==> config.mk <==
export PLATFORM = sky130hd
export DESIGN_NAME = irq_route_entry
export DESIGN_NICKNAME = d
export VERILOG_FILES = /design/src/rtl/irq_entry_pkg.sv /design/src/rtl/irq_pin_front.sv /design/src/rtl/irq_msg_ctrl.sv /design/src/rtl/irq_vw_ctrl.sv /design/src/rtl/irq_route_entry.sv
export SDC_FILE = /design/constraint.sdc
export NUM_CORES = 1
export LEC_CHECK = 0
export ABC_AREA = 1
export BUFFER_PORTS_ARGS = -buffer_cell sky130_fd_sc_hd__buf_4
export CORE_ASPECT_RATIO = 0.75
export CORE_MARGIN = 1
export CORE_UTILIZATION = 50
export CTS_BUF_LIST = sky130_fd_sc_hd__clkbuf_8
export CTS_CLUSTER_DIAMETER = 200
export DETAILED_ROUTE_END_ITERATION = 8
export GPL_TIMING_DRIVEN = 0
export PLACE_DENSITY = 0.91
export SYNTH_ARGS = -nofsm -noshare
export SYNTH_HDL_FRONTEND = slang
export SYNTH_HIERARCHICAL = 1
export SYNTH_SLANG_ARGS = --single-unit
==> constraint.sdc <==
create_clock -name clk -period 1.6 [get_ports clk]
set_input_delay 0.32 -clock clk [delete_from_list [all_inputs] [get_ports clk]]
set_output_delay 0.32 -clock clk [all_outputs]
set_load 0.02 [all_outputs]
==> src/rtl/irq_entry_pkg.sv <==
package irq_entry_pkg;
  typedef struct packed {
    logic mask;
    logic level;
    logic active_low;
    logic logical;
  } entry_ctl_t;

  localparam entry_ctl_t CTL_RESET = '{mask: 1'b1, level: 1'b0,
                                       active_low: 1'b0, logical: 1'b0};
endpackage

==> src/rtl/irq_pin_front.sv <==
module irq_pin_front #(
  parameter int SYNC_STAGES = 2
) (
  input  logic clk,
  input  logic rst,
  input  logic pin,
  input  logic active_low,
  output logic act,
  output logic rise,
  output logic fall
);
  logic [SYNC_STAGES-1:0] chain;
  logic                   act_d;

  generate
    if (SYNC_STAGES == 1) begin : g_single
      always_ff @(posedge clk) begin
        if (rst) chain <= '0;
        else     chain <= pin;
      end
    end else begin : g_multi
      always_ff @(posedge clk) begin
        if (rst) chain <= '0;
        else     chain <= {chain[SYNC_STAGES-2:0], pin};
      end
    end
  endgenerate

  // normalised level: 1 means the line is asserted
  assign act = chain[SYNC_STAGES-1] ^ active_low;

  always_ff @(posedge clk) begin
    if (rst) act_d <= 1'b0;
    else     act_d <= act;
  end

  assign rise = act & ~act_d;
  assign fall = ~act & act_d;
endmodule

==> src/rtl/irq_msg_ctrl.sv <==
module irq_msg_ctrl #(
  parameter int VEC_W = 8
) (
  input  logic             clk,
  input  logic             rst,
  input  logic             mask,
  input  logic             level,
  input  logic             logical,
  input  logic [VEC_W-1:0] vector,
  input  logic             act,
  input  logic             rise,
  input  logic             bme,
  input  logic             eoi_valid,
  input  logic [VEC_W-1:0] eoi_vector,
  input  logic             msg_ready,
  output logic             msg_valid,
  output logic [VEC_W-1:0] msg_vector,
  output logic             msg_logical,
  output logic             rirr
);
  logic pend;
  logic issue;
  logic accept;
  logic eoi_hit;

  always_comb begin
    issue   = !mask && bme && !pend && (level ? (act && !rirr) : rise);
    accept  = pend && msg_ready && !mask;
    eoi_hit = eoi_valid && (eoi_vector == vector);
  end

  always_ff @(posedge clk) begin
    if (rst) begin
      pend        <= 1'b0;
      msg_vector  <= '0;
      msg_logical <= 1'b0;
    end else if (mask || accept) begin
      pend <= 1'b0;
    end else if (issue) begin
      pend        <= 1'b1;
      msg_vector  <= vector;
      msg_logical <= logical;
    end
  end

  // acceptance wins over a same-cycle end-of-interrupt
  always_ff @(posedge clk) begin
    if (rst)                  rirr <= 1'b0;
    else if (accept && level) rirr <= 1'b1;
    else if (eoi_hit)         rirr <= 1'b0;
  end

  assign msg_valid = pend;
endmodule

==> src/rtl/irq_vw_ctrl.sv <==
module irq_vw_ctrl (
  input  logic clk,
  input  logic rst,
  input  logic mask,
  input  logic legacy_off,
  input  logic act,
  input  logic rise,
  input  logic fall,
  output logic vw_assert,
  output logic vw_deassert
);
  logic mask_d;
  logic held;
  logic mask_up;
  logic mask_dn;
  logic do_assert;
  logic do_deassert;

  always_comb begin
    mask_up     = mask && !mask_d;
    mask_dn     = !mask && mask_d;
    do_assert   = !legacy_off && !held && mask && (mask_up ? act : rise);
    do_deassert = held && (mask_dn || (mask && fall && !legacy_off));
  end

  always_ff @(posedge clk) begin
    if (rst) begin
      mask_d      <= 1'b1;
      held        <= 1'b0;
      vw_assert   <= 1'b0;
      vw_deassert <= 1'b0;
    end else begin
      mask_d      <= mask;
      vw_assert   <= do_assert;
      vw_deassert <= do_deassert;
      if (held) held <= !do_deassert;
      else      held <= do_assert;
    end
  end
endmodule

==> src/rtl/irq_route_entry.sv <==
module irq_route_entry
  import irq_entry_pkg::*;
#(
  parameter int VEC_W       = 8,
  parameter int SYNC_STAGES = 2
) (
  input  logic               clk,
  input  logic               rst,
  input  logic               cfg_we,
  input  logic               cfg_wmask,
  input  logic               cfg_wlevel,
  input  logic               cfg_wlow,
  input  logic               cfg_wlogical,
  input  logic [VEC_W-1:0]   cfg_wvector,
  output logic [VEC_W+3:0]   cfg_rd,
  input  logic               irq_pin,
  input  logic               legacy_off,
  input  logic               bus_master_en,
  input  logic               eoi_valid,
  input  logic [VEC_W-1:0]   eoi_vector,
  output logic               msg_valid,
  input  logic               msg_ready,
  output logic [VEC_W-1:0]   msg_vector,
  output logic               msg_logical,
  output logic               vw_assert,
  output logic               vw_deassert,
  output logic               rirr,
  output logic               dlv_status
);
  localparam int CFG_W = VEC_W + 4;

  entry_ctl_t       ctl;
  logic [VEC_W-1:0] vec_q;
  logic             act;
  logic             rise;
  logic             fall;

  always_ff @(posedge clk) begin
    if (rst) begin
      ctl   <= CTL_RESET;
      vec_q <= '0;
    end else if (cfg_we) begin
      ctl   <= '{mask: cfg_wmask, level: cfg_wlevel,
                 active_low: cfg_wlow, logical: cfg_wlogical};
      vec_q <= cfg_wvector;
    end
  end

  assign cfg_rd = CFG_W'({ctl, vec_q});

  irq_pin_front #(.SYNC_STAGES(SYNC_STAGES)) u_front (
    .clk        (clk),
    .rst        (rst),
    .pin        (irq_pin),
    .active_low (ctl.active_low),
    .act        (act),
    .rise       (rise),
    .fall       (fall)
  );

  irq_msg_ctrl #(.VEC_W(VEC_W)) u_msg (
    .clk         (clk),
    .rst         (rst),
    .mask        (ctl.mask),
    .level       (ctl.level),
    .logical     (ctl.logical),
    .vector      (vec_q),
    .act         (act),
    .rise        (rise),
    .bme         (bus_master_en),
    .eoi_valid   (eoi_valid),
    .eoi_vector  (eoi_vector),
    .msg_ready   (msg_ready),
    .msg_valid   (msg_valid),
    .msg_vector  (msg_vector),
    .msg_logical (msg_logical),
    .rirr        (rirr)
  );

  irq_vw_ctrl u_vw (
    .clk         (clk),
    .rst         (rst),
    .mask        (ctl.mask),
    .legacy_off  (legacy_off),
    .act         (act),
    .rise        (rise),
    .fall        (fall),
    .vw_assert   (vw_assert),
    .vw_deassert (vw_deassert)
  );

  always_ff @(posedge clk) begin
    if (rst) dlv_status <= 1'b0;
    else     dlv_status <= ctl.level && !ctl.mask && act;
  end
endmodule

Word level (Yosys, flattened, before mapping)
Cells that the tools add are included.
- flip-flop bits (word level): 31
- output and inout port bits: 26
- reductions and logical operators: 30
- muxes and demuxes: 5
- bitwise gates (word level): 6
- equal/unequal tests: 1
- operator list (operator ; number):
    1-bit logical AND ; 18
    8-bit equality test ; 1
    1-bit zero test ; 7
    1-bit 2-to-1 mux ; 5
    1-bit inverter ; 3
    1-bit bitwise AND ; 2
    1-bit logical OR ; 2
    2-bit AND reduction ; 1
    2-bit nonzero test ; 1
    2-bit OR reduction ; 1
    1-bit bitwise XOR ; 1

Logic depth before layout (Yosys ltp)
Gate-level depths: netlist of the first run.
- depth in word-level cells: 9
- depth in mapped cells: 9
- gate-level depth less buffers: 9

Cells and area by module
The synthesis of the first run kept the hierarchy.
- modules (own cells, without submodules) (module ; seq. area each (µm²) ; area each (µm²) ; cells each ; times used):
    irq_msg_ctrl ; 220.2 ; 598.1 ; 91 ; 1
    irq_route_entry ; 260.2 ; 523.0 ; 78 ; 1
    irq_vw_ctrl ; 80.1 ; 167.7 ; 24 ; 1
    irq_pin_front ; 60.1 ; 125.1 ; 19 ; 1

Least setup slack after synthesis of the first run
No wires, ideal clock.
- path type: register to register
- start point: register ctl (netlist bit cfg_rd[9])
- end point: register u_msg.msg_vector[1]
- cell stages (with the launch flop): 10
- arrival: 1.303 ns
- buffers on the path: 1
- clock period less this slack: 1.374 ns
- library setup time: 0.070 ns
- data required time: 1.530 ns
- slack: 0.226 ns
- cells stage by stage: dfxtp_1 inv_1 nand2_1 nand2_1 nor2_1 inv_1 o21ai_2 buf_6 nand3_1 a21oi_1
- word-level cells in the longest chain between the ends: 5
- elaborated cells on any way between the ends: 6
- ends and longest elaborated chain (item ; line ; RTL):
    start: declaration ; irq_route_entry.sv:32 ; entry_ctl_t ctl;
    start signal: assignment ; irq_route_entry.sv:43 ; ctl <= '{mask: cfg_wmask, level: cfg_wlevel,
    1-bit bitwise XOR ; irq_pin_front.sv:30 ; assign act = chain[SYNC_STAGES-1] ^ active_low;
    1-bit bitwise AND ; irq_pin_front.sv:37 ; assign rise = act & ~act_d;
    via rise ; irq_route_entry.sv:35 ; logic rise;
    1-bit 2-to-1 mux ; irq_msg_ctrl.sv:27 ; issue = !mask && bme && !pend && (level ? (act && !rirr) : rise);
    1-bit logical AND ; irq_msg_ctrl.sv:27 ;
    2-bit AND reduction (no line) ; - ;
    end signal: assignment ; irq_msg_ctrl.sv:41 ; msg_vector <= vector;
    end: declaration ; irq_msg_ctrl.sv:17 ; output logic [VEC_W-1:0] msg_vector,
The timed path passes the listed nets, and every way through them passes these cells.
A chain may end at the register's enable or synchronous reset.

Worst setup path after layout of the first run
- start point: register ctl (netlist bit cfg_rd[9])
- end point: register u_msg.msg_vector[6]
The elaborated chain is that of the path after synthesis.

==> results of run 1 <==
[layout by cell type (no fill, tap or decap), types with 3 or more instances in the layout]
| cell type | synthesis | layout |
|---|---|---|
| buf_4 | 1 | 54 |
| inv_1 | 37 | 38 |
| nand2_1 | 65 | 65 |
| a21oi_1 | 12 | 12 |
| buf_6 | 3 | 3 |
| nor2_1 | 30 | 30 |
| dfxtp_1 | 31 | 30 |
| nand2_2 | 3 | 3 |
| nand3_1 | 14 | 14 |
| clkbuf_8 | 0 | 5 |
[routing by layer]
metal / GRT usage [%] / wire length, um / share of wire, % / up-vias
met5: 0 / 0 / 0 / -
met2: 40.2 / 1560 / 48 / 39
met3: 5.24 / 159 / 4.9 / 6
met1: 27.3 / 1500 / 46 / 630
met4: 10.9 / 57 / 1.7 / 0
li1: - / - / - / 745
[kinds of logic after synthesis]
| logic type | count (synthesis) | synth area share [%] |
|---|---|---|
| AO/OA/AOI/OAI | 14 | 5.66 |
| XOR/XNOR | 2 | 1.24 |
| flip-flops | 31 | 43.9 |
| buffers and inverters | 45 | 13.9 |
| AND/OR/NAND/NOR | 120 | 35.3 |
[critical path, delay by kind of cell, from the launching register on]
family | cells | cell delay, ns
buffers and inverters | 3 | 0.30
AO/OA/AOI/OAI | 2 | 0.35
AND/OR/NAND/NOR | 4 | 0.33
flip-flops | 1 | 0.36
[flip-flops by register name, indices dropped and copies added, names as in the netlist]
name and cells:
vec_q 8, dlv_status 1, u_vw/vw_assert 1, u_front/act_d 1, u_msg/msg_vector 8, u_msg/rirr 1, u_msg/msg_logical 1, u_vw/vw_deassert 1
u_front/chain 2, u_vw/held 1, u_msg/msg_valid 1, u_vw/mask_d 1, cfg_rd 4
[power by group]
group | internal [mW] | leakage (nW) | switching, mW
sequential | 0.805 | 0.254 | 0.0361
combinational | 0.134 | 0.732 | 0.154
clock | 0.282 | 0.0413 | 0.258
[what timing repair did]
action	in CTS	in global routing
hold endpoints to repair	0	0
endpoints found under the setup margin	0	2
gates resized for setup	0	1
[layout make-up]
class | count | area (um2) | share of cell area, %
tap | 36 | 45.0 | 2.33
inverter | 39 | 146 | 7.58
timing repair buffer | 53 | 398 | 20.6
clock inverter | 1 | 3.75 | 0.194
sequential | 31 | 622 | 32.2
clock buffer | 5 | 68.8 | 3.56
multi-input combinational | 136 | 597 | 30.9
buffer | 6 | 50.0 | 2.59
[how the worst max path moves through the flow]
stage / startpoint / to / slack, ns / depth (start not counted)
after detailed placement: cfg_rd[9]$_SDFFE_PP0P_ / u_msg/msg_vector[3]$_SDFFE_PP0P_ / 0.18 / 9
after global placement: cfg_rd[9]$_SDFFE_PP0P_ / u_msg/msg_vector[3]$_SDFFE_PP0P_ / 0.26 / 9
after CTS: cfg_rd[9]$_SDFFE_PP0P_ / u_msg/msg_vector[3]$_SDFFE_PP0P_ / 0.15 / 9
after global routing: cfg_rd[9]$_SDFFE_PP0P_ / u_msg/msg_vector[6]$_SDFFE_PP0P_ / 0.06 / 9
final: cfg_rd[9]$_SDFFE_PP0P_ / u_msg/msg_vector[6]$_SDFFE_PP0P_ / 0.20 / 9
after floorplan: cfg_rd[9]$_SDFFE_PP0P_ / u_msg/msg_vector[1]$_SDFFE_PP0P_ / 0.23 / 9
[stage by stage]
| stage | util, % | power (mW) | cell area (um2) | cells | hold WS (ns) |
|---|---|---|---|---|---|
| finish | 73.1 | 1.67 | 1930 | 307 | 0.237 |
| global route | 73.1 | 1.74 | 1930 | 307 | 0.262 |
| CTS | 73.0 | 1.68 | 1930 | 307 | 0.235 |
| floorplan | - | 1.01 | 1410 | 212 | 0.388 |
| detailed placement | 70.3 | 1.14 | 1860 | 301 | 0.399 |
| global placement | 70.3 | 1.13 | 1860 | 301 | 0.390 |
[synthesized netlist by cell type (all sizes together)]
cell | n | share of area, %
clkbuf | 1 | 0.27
nand3b | 1 | 0.53
a21oi | 12 | 4.2
nand3 | 14 | 5.0
xnor2 | 2 | 1.2
a21boi | 1 | 0.80
or2 | 1 | 0.44
dfxtp | 31 | 44
nor2 | 32 | 8.8
inv | 39 | 10
o21ai | 1 | 0.62
nand2 | 68 | 19
buf | 5 | 3.3
nor3 | 2 | 1.1
nand4 | 2 | 0.88
==> key figures, run 1 <==
Critical path
  • CP max stage delay: roughly 0.36 ns
  • Critical path class: reg -> reg
  • Crit-path slowest cell: dfxtp_2
  • Crit. End Element: register
  • R2r endpoint: u_msg/msg_vector[6]$_SDFFE_PP0P_
  • R2R depth: 9
  • Worst reg-to-reg setup slack: 0.20 ns
  • CP startpoint kind: register
  • CP required: approximately 1.8 ns
  • CP arrival: 1.60 ns
  • Reg2Reg Launch Point: cfg_rd[9]$_SDFFE_PP0P_
  • CP max FO: 10
  • CP cell instances: inv_1, nand2_1, nand2_1, nor2_1, inv_1, o21ai_2, buf_6, nand3_1, a21oi_1

Place
  • DP Worst Slack: 0.184 ns
  • GPL Wtd Cong: 0.807
  • Dpl hpwl: 2430 um
  • PortBufs: 53

Yosys
  • Mean cell area of the mapped netlist: ~6.7 um2
  • Ys Warns: 6
  • Post-Syn Nets: 240
  • Synth cell types: 21
  • Cell area after synthesis: between 1000 and 1500 um2
  • Synth Register Bits: 31
  • Synthesized instance count: 212
  • Register area share after synthesis: between 40% and 50%

Global routing
  • Total Routing Usage GR: 22.7%
  • Initial antenna violation count: 0
  • Vias in the first global route: 1164
  • GRT overflow: 0
  • Pin count of the biggest net entering global routing: 11
  • First-pass GRT wire length: 5090 um

Worst hold path
  • Hold Crit Start: irq_pin
  • Hold endpoint: u_front/chain[0]$_SDFF_PP0_
  • Hold WC Path Type: in -> reg
  • Hold Path Stages: 3

Route
  • DR DRC count: 0
  • Post-route ant nets: 0
  • Post-Route WL: approximately 3300 um
  • DR vias: 1420
  • Drt wl/cell: 10.6 um
  • Initial drt markers: between 90 and 100
  • Via density: 4.63
  • Initial DRT Pass Iterations: 4

Run status
  • Status: completed

STA
  • Final Hold Viols: 0
  • Worst-Margin Slew: 0.431 ns
  • RSZ-0062 raised after global routing: no
  • Fin worst setup slack: 0.201 ns
  • Final Cycle Share: 87.4%
  • Setup violations, final: 0
  • Clock skew: 0.00313 ns
  • Slew Limit Fails: 0
  • Final min period: 1.40 ns
  • Relative slew margins: 71.3%
  • Setup TNS: 0 ns
  • Maximum operating frequency: 0.715 GHz

Cells and area
  • Share of cells above drive strength 1: 27.3%
  • Number of diodes: 0
  • Filler cells: 244
  • Nets: 300
  • Area growth from synthesis to layout: 36.5%

Floorplanning
  • FP Rows: 16
  • Initial core utilization: 53.5%
  • IO Pins: 54
  • Die W: 63.4 um
  • Core ar.: 2640 um2
  • Die area: 3050 um2
  • DIE HEIGHT: 48.1 um

Clock network
  • Hold_buf cts: 0
  • Clock net sink count: 31
  • CTS max path bufs: 2
  • Root Buffer: clkbuf_8
  • H-tree depth: 2
  • Worst skew pair latency: 0.28 ns
  • Clk slew on worst S/H paths: around 0.060 ns
  • CTS tree: done
  • Postcts setup bufs: 0
  • CTS buffer count: 5

Flow run
  • Max-cap violations: 0

Pwr
  • P_leak: 1.03 nW
  • Pwr per Cell Area: 864 nW/um2
  • Max IR drop VDD: 0.527 mV
Note: power is estimated with default switching activity, not from simulation.
==> run 2: changes to the inputs <==
Settings changed: PLACE_DENSITY 0.91 to 0.81, SLEW_MARGIN from default to 20.
==> run 2 against run 1 <==
  * Clock power rose by 21%
  * Combinational power is essentially flat
  * Via count fell by 0.70%
  * Worst hold slack better by 0.0019 ns
  * Final cell count is 0.65% higher
  * Critical endpoint is now u_msg/msg_vector[3]$_SDFFE_PP0P_
  * Highest routed layer unchanged
==> key figures, run 2 (synthesized netlist as in run 1, its figures left out) <==
Pwr
  • Total power: 1.78 mW (+6.6%)
  • Max IR drop VDD: 0.543 mV (+3.0%)
  • Pwr per Cell Area: 909 nW/um2 (+5.1%)
  • Combinational share of power: 16.1% (-1.1 points)
  • Switch share: 25.6% (-1.3 points)
  • NetSw: 0.455 mW (+1.6%)
  • Clock share of power: 36.6% (+4.2 points)
  • Int Power: 1.32 mW (+8.4%)
  • P_leak: 1.04 nW (+1.4%)
  • Seq pwr share: 47.3% (-3.1 points)

STA
  • Maximum operating frequency: 0.705 GHz (-1.4%)
  • RSZ-0062 raised after global routing: no
  • Final min period: 1.42 ns (+0.0195 ns)
  • Worst-Margin Slew: 0.423 ns (-0.00785 ns)
  • Hold_ws: 0.239 ns (+0.00189 ns)
  • Clock skew: 0.00445 ns (+0.00132 ns)
  • Final Hold Viols: 0 (unchanged)
  • Relative slew margins: 71.8% (+0.52 points)
  • Final Cycle Share: 88.7% (+1.2 points)
  • Slew Limit Fails: 0 (unchanged)
  • Setup TNS: 0 ns (unchanged)
  • Setup violations, final: 0 (unchanged)

Critical path
  • CP max stage delay: 0.40 ns (+0.04 ns)
  • CP max FO: 10 (unchanged)
  • CP Buf/Inv Count: 3 (unchanged)
  • Critical path class: reg -> reg
  • CP arrival: 1.63 ns (+0.03 ns)
  • Kind of cell adding the most delay to the critical path: flip-flops
  • Crit. End Element: register
  • CP startpoint kind: register
  • Crit-path slowest cell: dfxtp_1
  • CP cell instances: inv_1, nand2_1, nand2_1, nor2_1, inv_1, o21ai_2, buf_6, nand3_1, a21oi_1
  • CP required: 1.81 ns (about the same)

Global routing
  • Vias in the first global route: 1155 (-0.77%)
  • Total Routing Usage GR: 22.8% (+0.036 points)
  • Pin count of the biggest net entering global routing: 11 (unchanged)
  • First-pass GRT wire length: 4960 um (-2.4%)
  • Initial antenna violation count: 0 (unchanged)
  • GRT overflow: 0 (unchanged)

Cells and area
  • Area growth from synthesis to layout: 38.4%
  • Nets: 300 (unchanged)
  • Most common cell after layout, fill and taps aside: nand2_1
  • Multi-input gate area: 597 um2 (unchanged)
  • Fin cells: 309 (+0.65%)
  • Share of cells above drive strength 1: 27.5% (+0.17 points)
  • Most frequent cells in the layout: nand2_1, buf_4, inv_1
  • Final Util: 74.1% (+0.99 points)
  • Filler cells: 241 (-1.2%)
  • Number of diodes: 0 (unchanged)
  • FF/Latch Area: 621 um2 (-0.20%)

Place
  • PortBufs: 53 (unchanged)
  • GPL Wtd Cong: 0.906 (+12%)
  • Dpl hpwl: 2420 um (-0.32%)
  • Placed Cells incl. Taps: 301 (unchanged)

Route
  • Initial drt markers: 84 (-13%)
  • Drt wl/cell: 10.3 um (-3.0%)
  • Via density: 4.56 (-1.3%)
  • DR DRC count: 0 (unchanged)
  • Post-route ant nets: 0 (unchanged)
  • Initial DRT Pass Iterations: 4 (unchanged)
  • Post-Route WL: 3190 um (-2.4%)
  • DR vias: 1410 (-0.70%)

Floorplanning
  • FP Rows: 16 (unchanged)
  • Die area: 3050 um2 (unchanged)
  • IO Pins: 54 (unchanged)
  • DIE HEIGHT: 48.1 um (unchanged)
  • Initial core utilization: 53.5% (unchanged)
  • Die W: 63.4 um (unchanged)
  • Core ar.: 2640 um2 (unchanged)

Clock network
  • CTS tree: done
  • Postcts setup bufs: 0 (unchanged)
  • Root Buffer: clkbuf_8
  • CTS max path bufs: 2 (unchanged)
  • Clk slew on worst S/H paths: 0.06 ns (about the same)
  • CTS buffer count: 5 (unchanged)
  • Hold_buf cts: 0 (unchanged)
  • Worst skew pair latency: 0.28 ns (about the same)
  • H-tree depth: 2 (unchanged)
  • Clock net sink count: 31 (unchanged)
  • Resized cells post-CTS: 0 (unchanged)

Run status
  • Status: completed

Flow run
  • Max-cap violations: 0 (unchanged)

Worst hold path
  • Hold WC Path Type: in -> reg
==> run 2: path summary, 6_finish.rpt <==
| path | startpoint | endpoint | slack, ns | depth (start not counted) |
|---|---|---|---|---|
| setup reg to reg | cfg_rd[9]$_SDFFE_PP0P_ | u_msg/msg_vector[3]$_SDFFE_PP0P_ | 0.18 | 9 |
| hold / removal | irq_pin | u_front/chain[0]$_SDFF_PP0_ | 0.24 | 3 |
| setup / recovery | cfg_rd[9]$_SDFFE_PP0P_ | u_msg/msg_vector[3]$_SDFFE_PP0P_ | 0.18 | 9 |
| hold reg to reg | u_front/chain[0]$_SDFF_PP0_ | u_front/chain[1]$_SDFF_PP0_ | 0.40 | 2 |
==> run 2: power groups by stage <==
stage	sequential [mW]	clock, mW	combinational, mW
5_1_grt	0.845	0.705	0.320
2_1_floorplan	0.877	0	0.136
4_1_cts	0.840	0.670	0.286
3_5_place_dp	0.857	0	0.285
6_report	0.841	0.651	0.286
3_3_place_gp	0.856	0	0.278
==> run 2: metal layers <==
metal	track usage [%]	wire [um]	share of wire, %	vias to the layer above
met5	0	0	0	-
met4	14.1	18	0.56	0
met3	7.38	161	5.0	3
met2	35.5	1450	45	44
met1	28.3	1570	49	611
li1	-	-	-	752
==> run 2: cell type report <==
type | count | share of cell area, %
flip-flops and latches | 31 | 31.7
plain buffers | 6 | 2.56
multi-input cells | 136 | 30.5
repair buffers | 53 | 20.3
inverters | 39 | 7.48
clock buffers | 7 | 4.92
clock inverters | 1 | 0.192
well taps | 36 | 2.30
==> run 2: through the flow <==
step / setup WS (ns) / area, um2
6_report: 0.181 / 1960
5_1_grt: 0.00961 / 1960
4_1_cts: 0.190 / 1960
3_5_place_dp: 0.213 / 1860
3_3_place_gp: 0.252 / 1860
2_1_floorplan: 0.226 / 1410
==> run 2: worst register-to-register path, delay by kind of cell (launching register included) <==
family                 cells  cell delay (ns)
AND/OR/NAND/NOR            4             0.33
buffers and inverters      3             0.30
flip-flops                 1             0.40
AO/OA/AOI/OAI              2             0.33
==> run 3: changes to the inputs <==
Settings changed: CORE_UTILIZATION 50 to 29, CTS_CLUSTER_SIZE from default to 24, GPL_ROUTABILITY_DRIVEN from default to 0, PLACE_DENSITY 0.81 to default.
==> run 3 against run 2 <==
  * Largest power group unchanged
  * Total power shrank 5.6%
  * Die area grew 69%
  * Critical path type unchanged
  * Global-route usage shrank 8.1 points
  * Clock-buffer cell count shrank 2
==> key figures, run 3 (synthesized netlist as in run 1, its figures left out) <==
STA
  • Setup violations, final: 0 (unchanged)
  • Worst-Margin Slew: 0.436 ns (+0.0138 ns)
  • Final Cycle Share: 87.1% (-1.6 points)
  • RSZ-0062 raised after global routing: no
  • Maximum operating frequency: 0.718 GHz (+1.8%)
  • Final min period: 1.39 ns (-0.0256 ns)
  • Final Hold Viols: 0 (unchanged)
  • Fin worst setup slack: 0.207 ns (+0.0256 ns)
  • Slew Limit Fails: 0 (unchanged)
  • Setup TNS: 0 ns (unchanged)
  • Relative slew margins: 70.9% (-0.92 points)
  • Clock skew: 0.00502 ns (+0.000567 ns)

Cells and area
  • Finished layout cell area: 1970 um2 (+0.70%)
  • Most frequent cells in the layout: nand2_1, buf_4, inv_1
  • Number of diodes: 0 (unchanged)
  • Area growth from synthesis to layout: 39.4%
  • Share of cells above drive strength 1: 27.5% (unchanged)
  • Most common cell after layout, fill and taps aside: nand2_1
  • Nets: 300 (unchanged)

Clock network
  • Postcts setup bufs: 0 (unchanged)
  • CTS max path bufs: 2 (unchanged)
  • CTS buffer count: 5 (unchanged)
  • Hold_buf cts: 0 (unchanged)
  • Worst skew pair latency: 0.28 ns (about the same)
  • Clk slew on worst S/H paths: 0.06 ns (about the same)
  • CTS tree: done
  • Clock net sink count: 31 (unchanged)
  • H-tree depth: 2 (unchanged)
  • Root Buffer: clkbuf_8

Run status
  • Status: completed

Critical path
  • Crit. End Element: register
  • CP max FO: 10 (unchanged)
  • CP arrival: 1.60 ns (-0.03 ns)
  • CP cell instances: inv_1, nand2_1, nand2_1, nor2_1, inv_1, o21ai_2, buf_6, nand3_1, a21oi_1
  • CP required: 1.81 ns (about the same)
  • CP startpoint kind: register
  • CP Buf/Inv Count: 3 (unchanged)
  • CP max stage delay: 0.34 ns (-0.06 ns)
  • Critical path class: reg -> reg
  • Crit-path slowest cell: dfxtp_1
  • Critical path depth in cells: 9 (unchanged)
  • Kind of cell adding the most delay to the critical path: flip-flops
  • R2R depth: 9 (unchanged)

Floorplanning
  • Die area: 5160 um2 (+69%)
  • IO Pins: 54 (unchanged)
  • Die W: 82.6 um (+30%)
  • FP Rows: 21 (+5)
  • Core ar.: 4570 um2 (+73%)
  • DIE HEIGHT: 62.5 um (+30%)
  • Initial core utilization: 30.9% (-23 points)

Pwr
  • Pwr per Cell Area: 852 nW/um2 (-6.2%)
  • Max IR drop VDD: 0.285 mV (-48%)
  • P_leak: 1.05 nW (+0.56%)

Place
  • DP Area: 1880 um2 (+1.4%)
  • Dpl hpwl: 2620 um (+8.0%)
  • DP Worst Slack: 0.213 ns (+0.0000550 ns)
  • PortBufs: 53 (unchanged)

Route
  • Via density: 4.14 (-9.4%)
  • DR vias: 1365 (-3.2%)
  • Post-route ant nets: 0 (unchanged)
  • Initial DRT Pass Iterations: 4 (unchanged)
  • DR DRC count: 0 (unchanged)
  • Post-Route WL: 3410 um (+7.0%)
  • Initial drt markers: 39 (-54%)
  • Drt wl/cell: 10.3 um (+0.18%)

Flow run
  • Max-cap violations: 0 (unchanged)

Global routing
  • First-pass GRT wire length: 5600 um (+13%)
  • Total Routing Usage GR: 14.6% (-8.1 points)
  • Vias in the first global route: 1253 (+8.5%)
  • GRT overflow: 0 (unchanged)
  • Pin count of the biggest net entering global routing: 11 (unchanged)
  • Initial antenna violation count: 0 (unchanged)

Worst hold path
  • Hold WC Path Type: in -> reg
  • Hold Path Stages: 3 (unchanged)
[run 3: cell types whose count changed in the layout (fill, tap and decap cells not counted)]
cell and change:
dfxtp_1 -1, nand2_4 +1, inv_1 +1, clkbuf_8 -2, nand2_2 -1, clkinv_2 +1, dfxtp_2 +1
[run 3: metal layers]
metal	GRT usage (%)	share of wire, %	vias to the layer above
met5	0	0	-
met4	6.47	0.94	0
met3	3.94	4.8	3
met2	21.1	45	33
met1	20.2	49	578
li1	-	-	751
[run 3: layout make-up]
type,instances,area [um2]
fillers,490,2600
flip-flops and latches,31,622
multi-input cells,136,602
repair buffers,53,398
inverters,39,146
well taps,57,71.3
clock buffers,5,68.8
plain buffers,6,50.0
clock inverters,3,12.5
[run 3: worst register-to-register path, delay by kind of cell, from the launching register on]
kind                   cells  cell delay [ns]
AO/OA/AOI/OAI              2             0.34
flip-flops                 1             0.34
buffers and inverters      3             0.31
AND/OR/NAND/NOR            4             0.35
[run 3: metrics by stage]
| stage | instances | hold slack (ns) | power (mW) | util [%] |
|---|---|---|---|---|
| 4_1_cts | 330 | 0.235 | 1.70 | 43.0 |
| 3_3_place_gp | 322 | 0.391 | 1.14 | 41.2 |
| 5_1_grt | 330 | 0.251 | 1.79 | 43.1 |
| 6_report | 330 | 0.241 | 1.68 | 43.1 |
| 2_1_floorplan | 212 | 0.388 | 1.01 | - |
| 3_5_place_dp | 322 | 0.409 | 1.15 | 41.2 |
[run 3: report_power, final]
| group | switching (mW) | internal, mW |
|---|---|---|
| logic | 0.150 | 0.134 |
| registers | 0.0392 | 0.804 |
| clock network | 0.260 | 0.291 |
| total | 0.449 | 1.23 |
[run 3: repair_timing]
| action | in CTS | in global routing |
|---|---|---|
| hold endpoints to repair | 0 | 0 |
| gates resized for setup | 0 | 2 |
| endpoints found under the setup margin | 0 | 3 |
[run 3: final timing paths]
kind,slack (ns),from,endpoint
min reg2reg,0.41,u_front/chain[0]$_SDFF_PP0_,u_front/chain[1]$_SDFF_PP0_
max,0.21,u_front/chain[1]$_SDFF_PP0_,u_msg/msg_vector[2]$_SDFFE_PP0P_
min,0.24,irq_pin,u_front/chain[0]$_SDFF_PP0_
max reg2reg,0.21,u_front/chain[1]$_SDFF_PP0_,u_msg/msg_vector[2]$_SDFFE_PP0P_
